## src/rtl/rxq_pkg.sv

```systemverilog
package rxq_pkg;

    typedef struct packed {
        logic       brk;
        logic       ferr;
        logic       perr;
        logic [7:0] data;
    } rxq_entry_t;

    function automatic int unsigned trig_count(input logic [1:0] code);
        case (code)
            2'd0:    return 1;
            2'd1:    return 4;
            2'd2:    return 8;
            default: return 14;
        endcase
    endfunction

endpackage

```

## src/rtl/rxq_store.sv

```systemverilog
module rxq_store
    import rxq_pkg::*;
#(
    parameter int DEPTH = 16,
    localparam int PW = $clog2(DEPTH),
    localparam int CW = $clog2(DEPTH + 1)
) (
    input  logic            clk,
    input  logic            rst_n,
    input  logic            push,
    input  logic            pop,
    input  logic            flush,
    input  rxq_entry_t      wr_entry,
    output rxq_entry_t      head,
    output logic [CW-1:0]   count
);

    typedef struct packed {
        logic [PW-1:0] wp;
        logic [PW-1:0] rp;
        logic [CW-1:0] cnt;
    } st_t;

    st_t st_q, st_d;
    rxq_entry_t mem_q [DEPTH];

    function automatic logic [PW-1:0] nxt(input logic [PW-1:0] p);
        return (p == PW'(DEPTH - 1)) ? '0 : p + 1'b1;
    endfunction

    always_comb begin
        st_d = st_q;
        if (flush) begin
            st_d = '0;
        end else begin
            if (push) st_d.wp = nxt(st_q.wp);
            if (pop)  st_d.rp = nxt(st_q.rp);
            if (push && !pop)      st_d.cnt = st_q.cnt + 1'b1;
            else if (pop && !push) st_d.cnt = st_q.cnt - 1'b1;
        end
    end

    always_ff @(posedge clk or negedge rst_n) begin
        if (!rst_n) st_q <= '0;
        else        st_q <= st_d;
    end

    always_ff @(posedge clk) begin
        if (push && !flush) mem_q[st_q.wp] <= wr_entry;
    end

    assign head  = mem_q[st_q.rp];
    assign count = st_q.cnt;

    p_no_overflow_r1: assert property (@(posedge clk) disable iff (!rst_n)
        st_q.cnt <= CW'(DEPTH));

    p_count_step_r9: assert property (@(posedge clk) disable iff (!rst_n)
        (push && !pop && !flush) |=> (st_q.cnt == $past(st_q.cnt) + CW'(1)));

endmodule

```

## src/rtl/rxq_timer.sv

```systemverilog
module rxq_timer #(
    parameter int TW = 16,
    localparam int LW = TW + 2
) (
    input  logic          clk,
    input  logic          rst_n,
    input  logic [TW-1:0] char_ticks,
    input  logic          active,
    input  logic          restart,
    input  logic          clear,
    output logic          timeout
);

    typedef struct packed {
        logic [LW-1:0] cnt;
        logic          fire;
    } tm_t;

    tm_t tm_q, tm_d;
    logic [LW-1:0] limit;

    assign limit = {char_ticks, 2'b00};

    always_comb begin
        tm_d = tm_q;
        if (!active || restart)  tm_d.cnt = '0;
        else if (tm_q.cnt != limit) tm_d.cnt = tm_q.cnt + 1'b1;

        if (clear)
            tm_d.fire = 1'b0;
        else if (active && !restart && tm_q.cnt == limit)
            tm_d.fire = 1'b1;
    end

    always_ff @(posedge clk or negedge rst_n) begin
        if (!rst_n) tm_q <= '0;
        else        tm_q <= tm_d;
    end

    assign timeout = tm_q.fire;

    p_tmo_cleared_r11: assert property (@(posedge clk) disable iff (!rst_n)
        clear |=> !timeout);

endmodule

```

## src/rtl/rxq_top.sv

```systemverilog
module rxq_top
    import rxq_pkg::*;
#(
    parameter int DEPTH = 16,
    parameter int TW    = 16,
    localparam int CW   = $clog2(DEPTH + 1)
) (
    input  logic          clk,
    input  logic          rst_n,
    input  logic          chr_valid,
    input  logic [7:0]    chr_data,
    input  logic          chr_perr,
    input  logic          chr_ferr,
    input  logic          chr_brk,
    input  logic          stop_mid,
    input  logic [TW-1:0] char_ticks,
    input  logic          ctl_wr,
    input  logic          ctl_en,
    input  logic          ctl_rx_clr,
    input  logic [1:0]    ctl_trig,
    input  logic          hold_rd,
    input  logic          stat_rd,
    output logic          cfg_en,
    output logic [1:0]    cfg_trig,
    output logic [7:0]    hold_data,
    output logic [CW-1:0] fill_level,
    output logic          data_rdy,
    output logic          ovr_err,
    output logic          head_perr,
    output logic          head_ferr,
    output logic          head_brk,
    output logic          err_any,
    output logic          rx_req,
    output logic          rx_tmo
);

    typedef struct packed {
        logic       en;
        logic [1:0] trig;
        logic       ovr;
        logic       err;
        logic       brk_run;
    } ctl_t;

    ctl_t c_q, c_d;

    rxq_entry_t wr_entry, head;
    logic [CW-1:0] count;
    logic flush, accept, full, push, pop, has_flag;
    logic [CW-1:0] lim, thr;

    assign wr_entry = '{brk: chr_brk, ferr: chr_ferr, perr: chr_perr, data: chr_data};
    assign has_flag = chr_perr | chr_ferr | chr_brk;
    assign lim      = c_q.en ? CW'(DEPTH) : CW'(1);
    assign thr      = c_q.en ? CW'(trig_count(c_q.trig)) : CW'(1);
    assign full     = (count >= lim);
    assign pop      = hold_rd && (count != '0) && !flush;
    assign accept   = chr_valid && !(chr_brk && c_q.brk_run);
    assign push     = accept && (!full || pop) && !flush;

    always_comb begin
        c_d   = c_q;
        flush = 1'b0;
        if (ctl_wr) begin
            if (ctl_en) begin
                c_d.en   = 1'b1;
                c_d.trig = ctl_trig;
                flush    = ctl_rx_clr || !c_q.en;
            end else begin
                c_d.en = 1'b0;
                flush  = c_q.en;
            end
        end

        if (chr_valid) c_d.brk_run = chr_brk;

        if (accept && full && !pop && !flush) c_d.ovr = 1'b1;
        else if (stat_rd)                     c_d.ovr = 1'b0;

        if (push && has_flag)      c_d.err = 1'b1;
        else if (stat_rd || flush) c_d.err = 1'b0;
    end

    always_ff @(posedge clk or negedge rst_n) begin
        if (!rst_n) c_q <= '0;
        else        c_q <= c_d;
    end

    rxq_store #(.DEPTH(DEPTH)) u_store (
        .clk      (clk),
        .rst_n    (rst_n),
        .push     (push),
        .pop      (pop),
        .flush    (flush),
        .wr_entry (wr_entry),
        .head     (head),
        .count    (count)
    );

    rxq_timer #(.TW(TW)) u_timer (
        .clk        (clk),
        .rst_n      (rst_n),
        .char_ticks (char_ticks),
        .active     (count != '0),
        .restart    (stop_mid || hold_rd),
        .clear      (hold_rd || flush),
        .timeout    (rx_tmo)
    );

    assign cfg_en     = c_q.en;
    assign cfg_trig   = c_q.trig;
    assign fill_level = count;
    assign data_rdy   = (count != '0);
    assign hold_data  = head.data;
    assign head_perr  = data_rdy & head.perr;
    assign head_ferr  = data_rdy & head.ferr;
    assign head_brk   = data_rdy & head.brk;
    assign ovr_err    = c_q.ovr;
    assign err_any    = c_q.err;
    assign rx_req     = (count >= thr);

    p_overrun_r5: assert property (@(posedge clk) disable iff (!rst_n)
        (chr_valid && !chr_brk && count == CW'(DEPTH) && c_q.en && !hold_rd && !ctl_wr)
        |=> ovr_err);

    p_flush_r4: assert property (@(posedge clk) disable iff (!rst_n)
        (ctl_wr && ctl_en && ctl_rx_clr) |=> (fill_level == '0));

    p_req_nonempty_r3: assert property (@(posedge clk) disable iff (!rst_n)
        rx_req |-> data_rdy);

    p_tmo_empty_r10: assert property (@(posedge clk) disable iff (!rst_n)
        rx_tmo |-> data_rdy);

endmodule

```

## config.mk

```make
export PLATFORM = sky130hd
export DESIGN_NAME = rxq_top
export DESIGN_NICKNAME = d
export VERILOG_FILES = /design/src/rtl/rxq_pkg.sv /design/src/rtl/rxq_store.sv /design/src/rtl/rxq_timer.sv /design/src/rtl/rxq_top.sv
export SDC_FILE = /design/constraint.sdc
export NUM_CORES = 1
export LEC_CHECK = 0
export BUFFER_PORTS_ARGS = -buffer_cell sky130_fd_sc_hd__buf_2
export CELL_PAD_IN_SITES_DETAIL_PLACEMENT = 1
export CELL_PAD_IN_SITES_GLOBAL_PLACEMENT = 1
export CORE_AREA = 5 5 144 146
export CTS_CLUSTER_DIAMETER = 200
export CTS_CLUSTER_SIZE = 14
export DETAILED_ROUTE_END_ITERATION = 7
export DIE_AREA = 0 0 149 151
export PLACE_DENSITY = 0.82
export SETUP_SLACK_MARGIN = 0.02
export SLEW_MARGIN = 20
export SYNTH_ARGS = -nofsm -noshare
export SYNTH_HDL_FRONTEND = slang
export SYNTH_HIERARCHICAL = 1
export SYNTH_SLANG_ARGS = --single-unit
```

## constraint.sdc

```tcl
create_clock -name clk -period 8.1 [get_ports clk]
set_clock_uncertainty 0.05 [all_clocks]
set_input_delay 0.81 -clock clk [delete_from_list [all_inputs] [get_ports clk]]
set_output_delay 0.81 -clock clk [all_outputs]
set_load 0.02 [all_outputs]
```

# Word-level counts from Yosys, hierarchy flattened
# Memory sizes are Yosys's and may differ from the RTL's.
# Cells that the tools add are included.
[classes]
mux = 23
multipliers = 0
addsub = 5
n_reduce_logical = 39
div_mod_pow = 0
bitwise = 5
n_shift = 0
n_eq_ne = 6
magnitude_cmp = 2
[ops]
columns = ["cell", "count"]
rows = [
  ["$mux W18", 2],
  ["$mux W5", 4],
  ["$add A18 B1 Y18 const B", 1],
  ["$eq A18 B18 Y1", 1],
  ["$ne A18 B18 Y1", 1],
  ["$mux W4", 4],
  ["$logic_and A1 B1 Y1", 15],
  ["$mux W13", 1],
  ["$pmux W4 S3", 1],
  ["$reduce_bool A2 Y1", 6],
  ["$mux W1", 11],
  ["$ge A5 B5 Y1", 2],
  ["$add A4 B1 Y4 const B", 2],
  ["$eq A4 B4 Y1 const B", 2],
  ["$logic_not A1 Y1", 8],
  ["$logic_or A1 B1 Y1", 6],
  ["$add A5 B1 Y5 const B", 1],
  ["$reduce_bool A5 Y1", 1],
  ["$sub A5 B1 Y5 const B", 1],
  ["$and A1 B1 Y1", 3],
  ["$reduce_bool A3 Y1", 1],
  ["$eq A2 B1 Y1 const B", 1],
  ["$eq A2 B2 Y1 const B", 1],
  ["$logic_not A2 Y1", 1],
  ["2 further kinds", 3],
]
[word_totals]
mem_count = 1
romBits = 0
elab_cells = 91
latchBits = 0
ram_bits = 176
input_bits = 38
regBits = 38
[mem_list]
columns = ["memory", "depth", "width", "read_ports", "rd_clocked_by_memory_dff", "write_ports", "line", "text"]
rows = [
  ["u_store.mem_q", 16, 11, 1, 0, 1, "rxq_store.sv:25", "rxq_entry_t mem_q [DEPTH];"],
]

# Longest topological paths before layout
[logic_depth]
word_depth = 14
depth_mapped = 15

# Hierarchy
# The synthesis kept the hierarchy.
[by_module_without_submodules]
columns = ["mod", "cells_per_inst", "area_each_um2", "instances", "seq_area_each_um2"]
rows = [
  ["rxq_store", 426, 7749.9, 1, 5610.4],
  ["rxq_timer", 130, 1207.4, 1, 475.5],
  ["rxq_top", 52, 493.0, 1, 150.1],
]

# Worst setup path before layout
# OpenSTA, ideal clock, no wires.
[synth_path]
path_type = "register -> register"
start = "reg c_q (netlist bit cfg_en)"
end = "mem u_store/mem_q[11][0] (netlist name), enable pin"
path_slack_ns = 4.407
path_stages_with_launch = 10
t_arrival_ns = 3.247
setup_ns = 0.396
synth_period_minus_slack_ns = 3.693
path_buffers = 0
path_cell_list = "dfrtp_1 inv_1 ha_1 or3b_2 o22ai_1 a21oi_1 nor2_1 nand2_1 or2_1 nor3b_1"
[synth_between]
elab_chain_cells = 12
[synth_rtl]
columns = ["element", "line", "text"]
rows = [
  ["start, declared", "rxq_top.sv:45", "ctl_t c_q, c_d;"],
  ["start signal, assigned", "rxq_top.sv:85", "if (!rst_n) c_q <= '0;"],
  ["start signal, assigned", "rxq_top.sv:86", "else c_q <= c_d;"],
  ["parallel branches: the longest is 8 deep, another holds $ge A5 B5 Y1", "n/a", ""],
  ["$logic_and A1 B1 Y1 (*)", "rxq_top.sv:59", "assign push = accept && (!full || pop) && !flush;"],
  ["via push", "rxq_top.sv:49", "logic flush, accept, full, push, pop, has_flag;"],
  ["$logic_and A1 B1 Y1 (*)", "rxq_store.sv:49", "if (push && !flush) mem_q[st_q.wp] <= wr_entry;"],
  ["$mux W1 (*)", "rxq_store.sv:49", ""],
  ["$mux W1 (not written as such) (*)", "rxq_store.sv:49", ""],
  ["end, declared", "rxq_store.sv:25", ""],
]
# Mark *: on every way through the listed nets, which the timed path passes.

# Final worst setup path
[layout_path]
start = "reg c_q (netlist bit cfg_en)"
end = "reg u_store.st_q (netlist bit u_store/count[4])"
[layout_between]
elab_chain_cells = 12
[layout_rtl]
columns = ["element", "line", "text"]
rows = [
  ["parallel branches: the longest is 8 deep, another holds $ge A5 B5 Y1", "n/a", ""],
  ["$logic_and A1 B1 Y1 (*)", "rxq_top.sv:59", ""],
  ["via push", "rxq_top.sv:49", ""],
  ["$logic_and A1 B1 Y1 / $logic_not A1 Y1 (equally long branches)", "rxq_store.sv:38, rxq_store.sv:39", ""],
  ["$mux W5 / $logic_and A1 B1 Y1 (equally long branches)", "rxq_store.sv:38, rxq_store.sv:39", ""],
  ["$mux W13 / $reduce_bool A3 Y1 (equally long branches)", "n/a", ""],
  ["end signal, assigned", "rxq_store.sv:45", "else st_q <= st_d;"],
  ["end, declared", "rxq_store.sv:24", "st_t st_q, st_d;"],
]
# Marked as above.
# A chain may end at the register's enable or synchronous reset.

==> flow_summary.json <==
{
  "ys_ff_latch": 214,
  "tns_ps": 0,
  "rsz0062_at_grt": "no",
  "syn_inst": 608,
  "fin_util": 0.539,
  "r2r_setup_slack_ps": 4160,
  "cap_violations": 0,
  "yosys.area.top_type_share": 0.559,
  "cts-root-buf": "clkbuf_16",
  "hold_viol_final": 0,
  "clock-sinks": 214,
  "path_cells": "inv_1 -> ha_1 -> or3b_2 -> o22ai_1 -> a21oi_1 -> nor2_1 -> nand2b_1 -> inv_2 -> fa_1 -> inv_1 -> a21o_1 -> a21oi_1 -> mux2i_1 -> mux2_1",
  "cp-start-kind": "register",
  "synth_nets": 663,
  "leakage_nw": 3.70,
  "cts_tree": "done",
  "synthFlopType": "edfxtp_1",
  "end_kind": "register",
  "wl_met2_um": 11800,
  "synth.distinct_cells": 60,
  "min_period_over_period": 0.486,
  "synth_edf_count": 176,
  "layout-drive-gt1-share": 0.202,
  "track_usage": 0.202,
  "drcViolationCount": 0,
  "place_inst": 902,
  "grt_pass1_vias": 5991,
  "powerDensity_nw_per_um2": 278,
  "grt_pass1_wl_um": 35000,
  "clock_path_buffers": 3,
  "cp_top_family": "simple AND/OR/NAND/NOR gates",
  "die_y_um": 151,
  "top_layer": "met4",
  "path_class": "reg -> reg",
  "cp_slowest_cell": "nor2_1",
  "io_pins": 62,
  "rows": 51,
  "drtIter0Drc": 327,
  "vias": 5414,
  "ys_seq_area_frac": 0.660,
  "cts-buffers-inserted": 19,
  "portBuffers": 61,
  "fp.coreArea_um2": 19300,
  "min_path_type": "in -> async",
  "dp_hpwl_um": 15200,
  "drt-total-wl_um": 22200,
  "antennaDiodeCount": 0,
  "synth-warning-count": 6,
  "ir_drop_uv": 169,
  "outcome": "finished, final reports clean",
  "slew_violations": 0,
  "initial_core_util": 0.490,
  "maxSlewHeadroom": 0.264,
  "fill_cells": 1880,
  "overflow": 0,
  "period_needed_ps": 3940,
  "synth.largest_area_cell": "edfxtp_1",
  "nets": 713,
  "die_w_um": 149,
  "avgSynthCellArea_um2": 15.5,
  "die_area_um2": 22500,
  "fin_total_pwr_w": 0.00288,
  "ys_async_sr_fraction": 0.178,
  "cpPeakStageDelay_ps": 480,
  "cts_setup_buffers": 0,
  "place.gp.congestion": 0.800,
  "tightest_slew_ps": 1100,
  "areaGrowthSynthToFinish_pct": 9.93,
  "clk_pin_slew_worst_paths_ps": 70,
  "regArea_um2": 6240,
  "finalSetupViolations": 0,
  "required_ps": 8400,
  "clk_latency_ps": 480,
  "crit_fanout": 8,
  "fin_cells": 928,
  "fmax_mhz": 254,
  "ctsResizeCount": 0,
  "synthTopCellsByArea": "edfxtp_1 56%, dfrtp_1 10%, mux2i_1 5.3%",
  "syn_area_um2": 9450,
  "arrival_ps": 4240,
  "wl_per_cell_um": 23.9,
  "critical_path_buf_inv_count": 3,
  "ant_nets": 0,
  "multi_input_area_um2": 2930,
  "met3WireLength_um": 867,
  "h-tree-depth": 1,
  "drt-vias-per-instance": 5.83,
  "grt_start_max_net_pins": 64,
  "hold_buffers": 0,
  "first_pass_iters": 4,
  "routedLengthMet1_um": 9220,
  "antenna_found_initial": 0
}
final timing paths:
path,startpoint,end,cells after the start
setup / recovery,cfg_en$_DFFE_PN0P_,u_store/count[4]$_DFFE_PN0P_,14
hold / removal,rst_n,u_timer/tm_q[11]$_DFFE_PN0P_,1
setup reg to reg,cfg_en$_DFFE_PN0P_,u_store/count[4]$_DFFE_PN0P_,14
hold reg to reg,c_q[0]$_DFFE_PN0P_,c_q[0]$_DFFE_PN0P_,1
max in group asynchronous,rst_n,u_store/st_q[5]$_DFFE_PN0P_,1
min in group clk,c_q[0]$_DFFE_PN0P_,c_q[0]$_DFFE_PN0P_,1
sequential cells by signal (all words and copies together), names as in the netlist:
signal	cells
u_timer/timeout	1
u_timer/tm_q	18
u_store/st_q	8
u_store/count	5
u_store/mem_q	176
cfg_trig	2
c_q	1
ovr_err	1
err_any	1
cfg_en	1
power breakdown:
part	switching [W]	internal (W)
clock	0.000375	0.000430
sequential	0.0000463	0.00123
combinational	0.000464	0.000338
worst reg2reg max path: cells and delay by family (launching register included):
family | cells | cell delay (ps)
buffers and inverters | 3 | 300
muxes | 2 | 580
and+or+nand+nor | 3 | 1200
DFF | 1 | 450
adders and majority gates | 2 | 520
AOI/OAI and AO/OA | 4 | 700
through the flow:
stage               hold slack [ps]  cell area [µm²]  setup slack (ps)
floorplan                       430             9450              4410
global placement                447             9860              4450
detailed placement              454             9860              4160
CTS                             437            10400              3820
global route                    455            10400              3910
finish                          390            10400              4160
Yosys cell counts (4+ instances only):
| cell | instances |
|---|---|
| inv_1 | 12 |
| nand4_1 | 4 |
| o211ai_1 | 5 |
| nor3_1 | 4 |
| mux2i_1 | 50 |
| o21ai_1 | 4 |
| edfxtp_1 | 176 |
| xnor2_1 | 7 |
| a22oi_1 | 11 |
| mux4_2 | 22 |
| nand2b_1 | 7 |
| buf_2 | 7 |
| and2_1 | 14 |
| xor2_1 | 23 |
| or4_1 | 5 |
| ha_1 | 16 |
| clkbuf_1 | 6 |
| or3_1 | 7 |
| nor2b_1 | 4 |
| nor2_1 | 29 |
| a221oi_2 | 7 |
| a221oi_1 | 15 |
| nand2_1 | 29 |
| a21o_1 | 4 |
| o21ai_0 | 19 |
| nand3_1 | 8 |
| buf_4 | 11 |
| a21oi_1 | 14 |
| dfrtp_1 | 38 |
| buf_6 | 5 |
cell type report:
class                   instances  area share
clock buffers                  24      0.0476
clock inverters                 2     0.00193
inverters                      14     0.00506
multi-input cells             346       0.282
flip-flops and latches        214       0.601
well taps                     265      0.0319
repair buffers                 63      0.0312
per-layer routing:
| layer | track usage | vias up |
|---|---|---|
| met1 | 0.260 | 2844 |
| li1 | - | 2433 |
| met4 | 0.0352 | 0 |
| met2 | 0.370 | 113 |
| met5 | 0 | - |
| met3 | 0.0272 | 24 |
cell usage in the layout, fill, tap and decap left out, types with 11 or more instances in the layout:
cell type  netlist  routed
clkbuf_16        0      19
a21oi_1         14      14
buf_2            7      61
nor2_1          29      28
a22oi_1         11      11
a221oi_1        15      15
ha_1            16      16
o21ai_0         19      19
edfxtp_1       176     176
nand2_1         29      29
xor2_1          23      23
dfrtp_1         38      37
and2_1          14      14
inv_1           12      12
mux2i_1         50      50
mux4_2          22      22
kinds of logic (layout without fill, tap and decap cells):
family | count (synthesis) | after routing | synth area share
DFF | 214 | 214 | 0.660
and+or+nand+nor | 133 | 133 | 0.0749
AOI/OAI and AO/OA | 90 | 90 | 0.0714
muxes | 76 | 76 | 0.110
buffers and inverters | 48 | 103 | 0.0326
xor gates and xnor gates | 30 | 30 | 0.0278
adders and majority gates | 17 | 17 | 0.0233
Note: power is estimated with default switching activity, not from simulation.
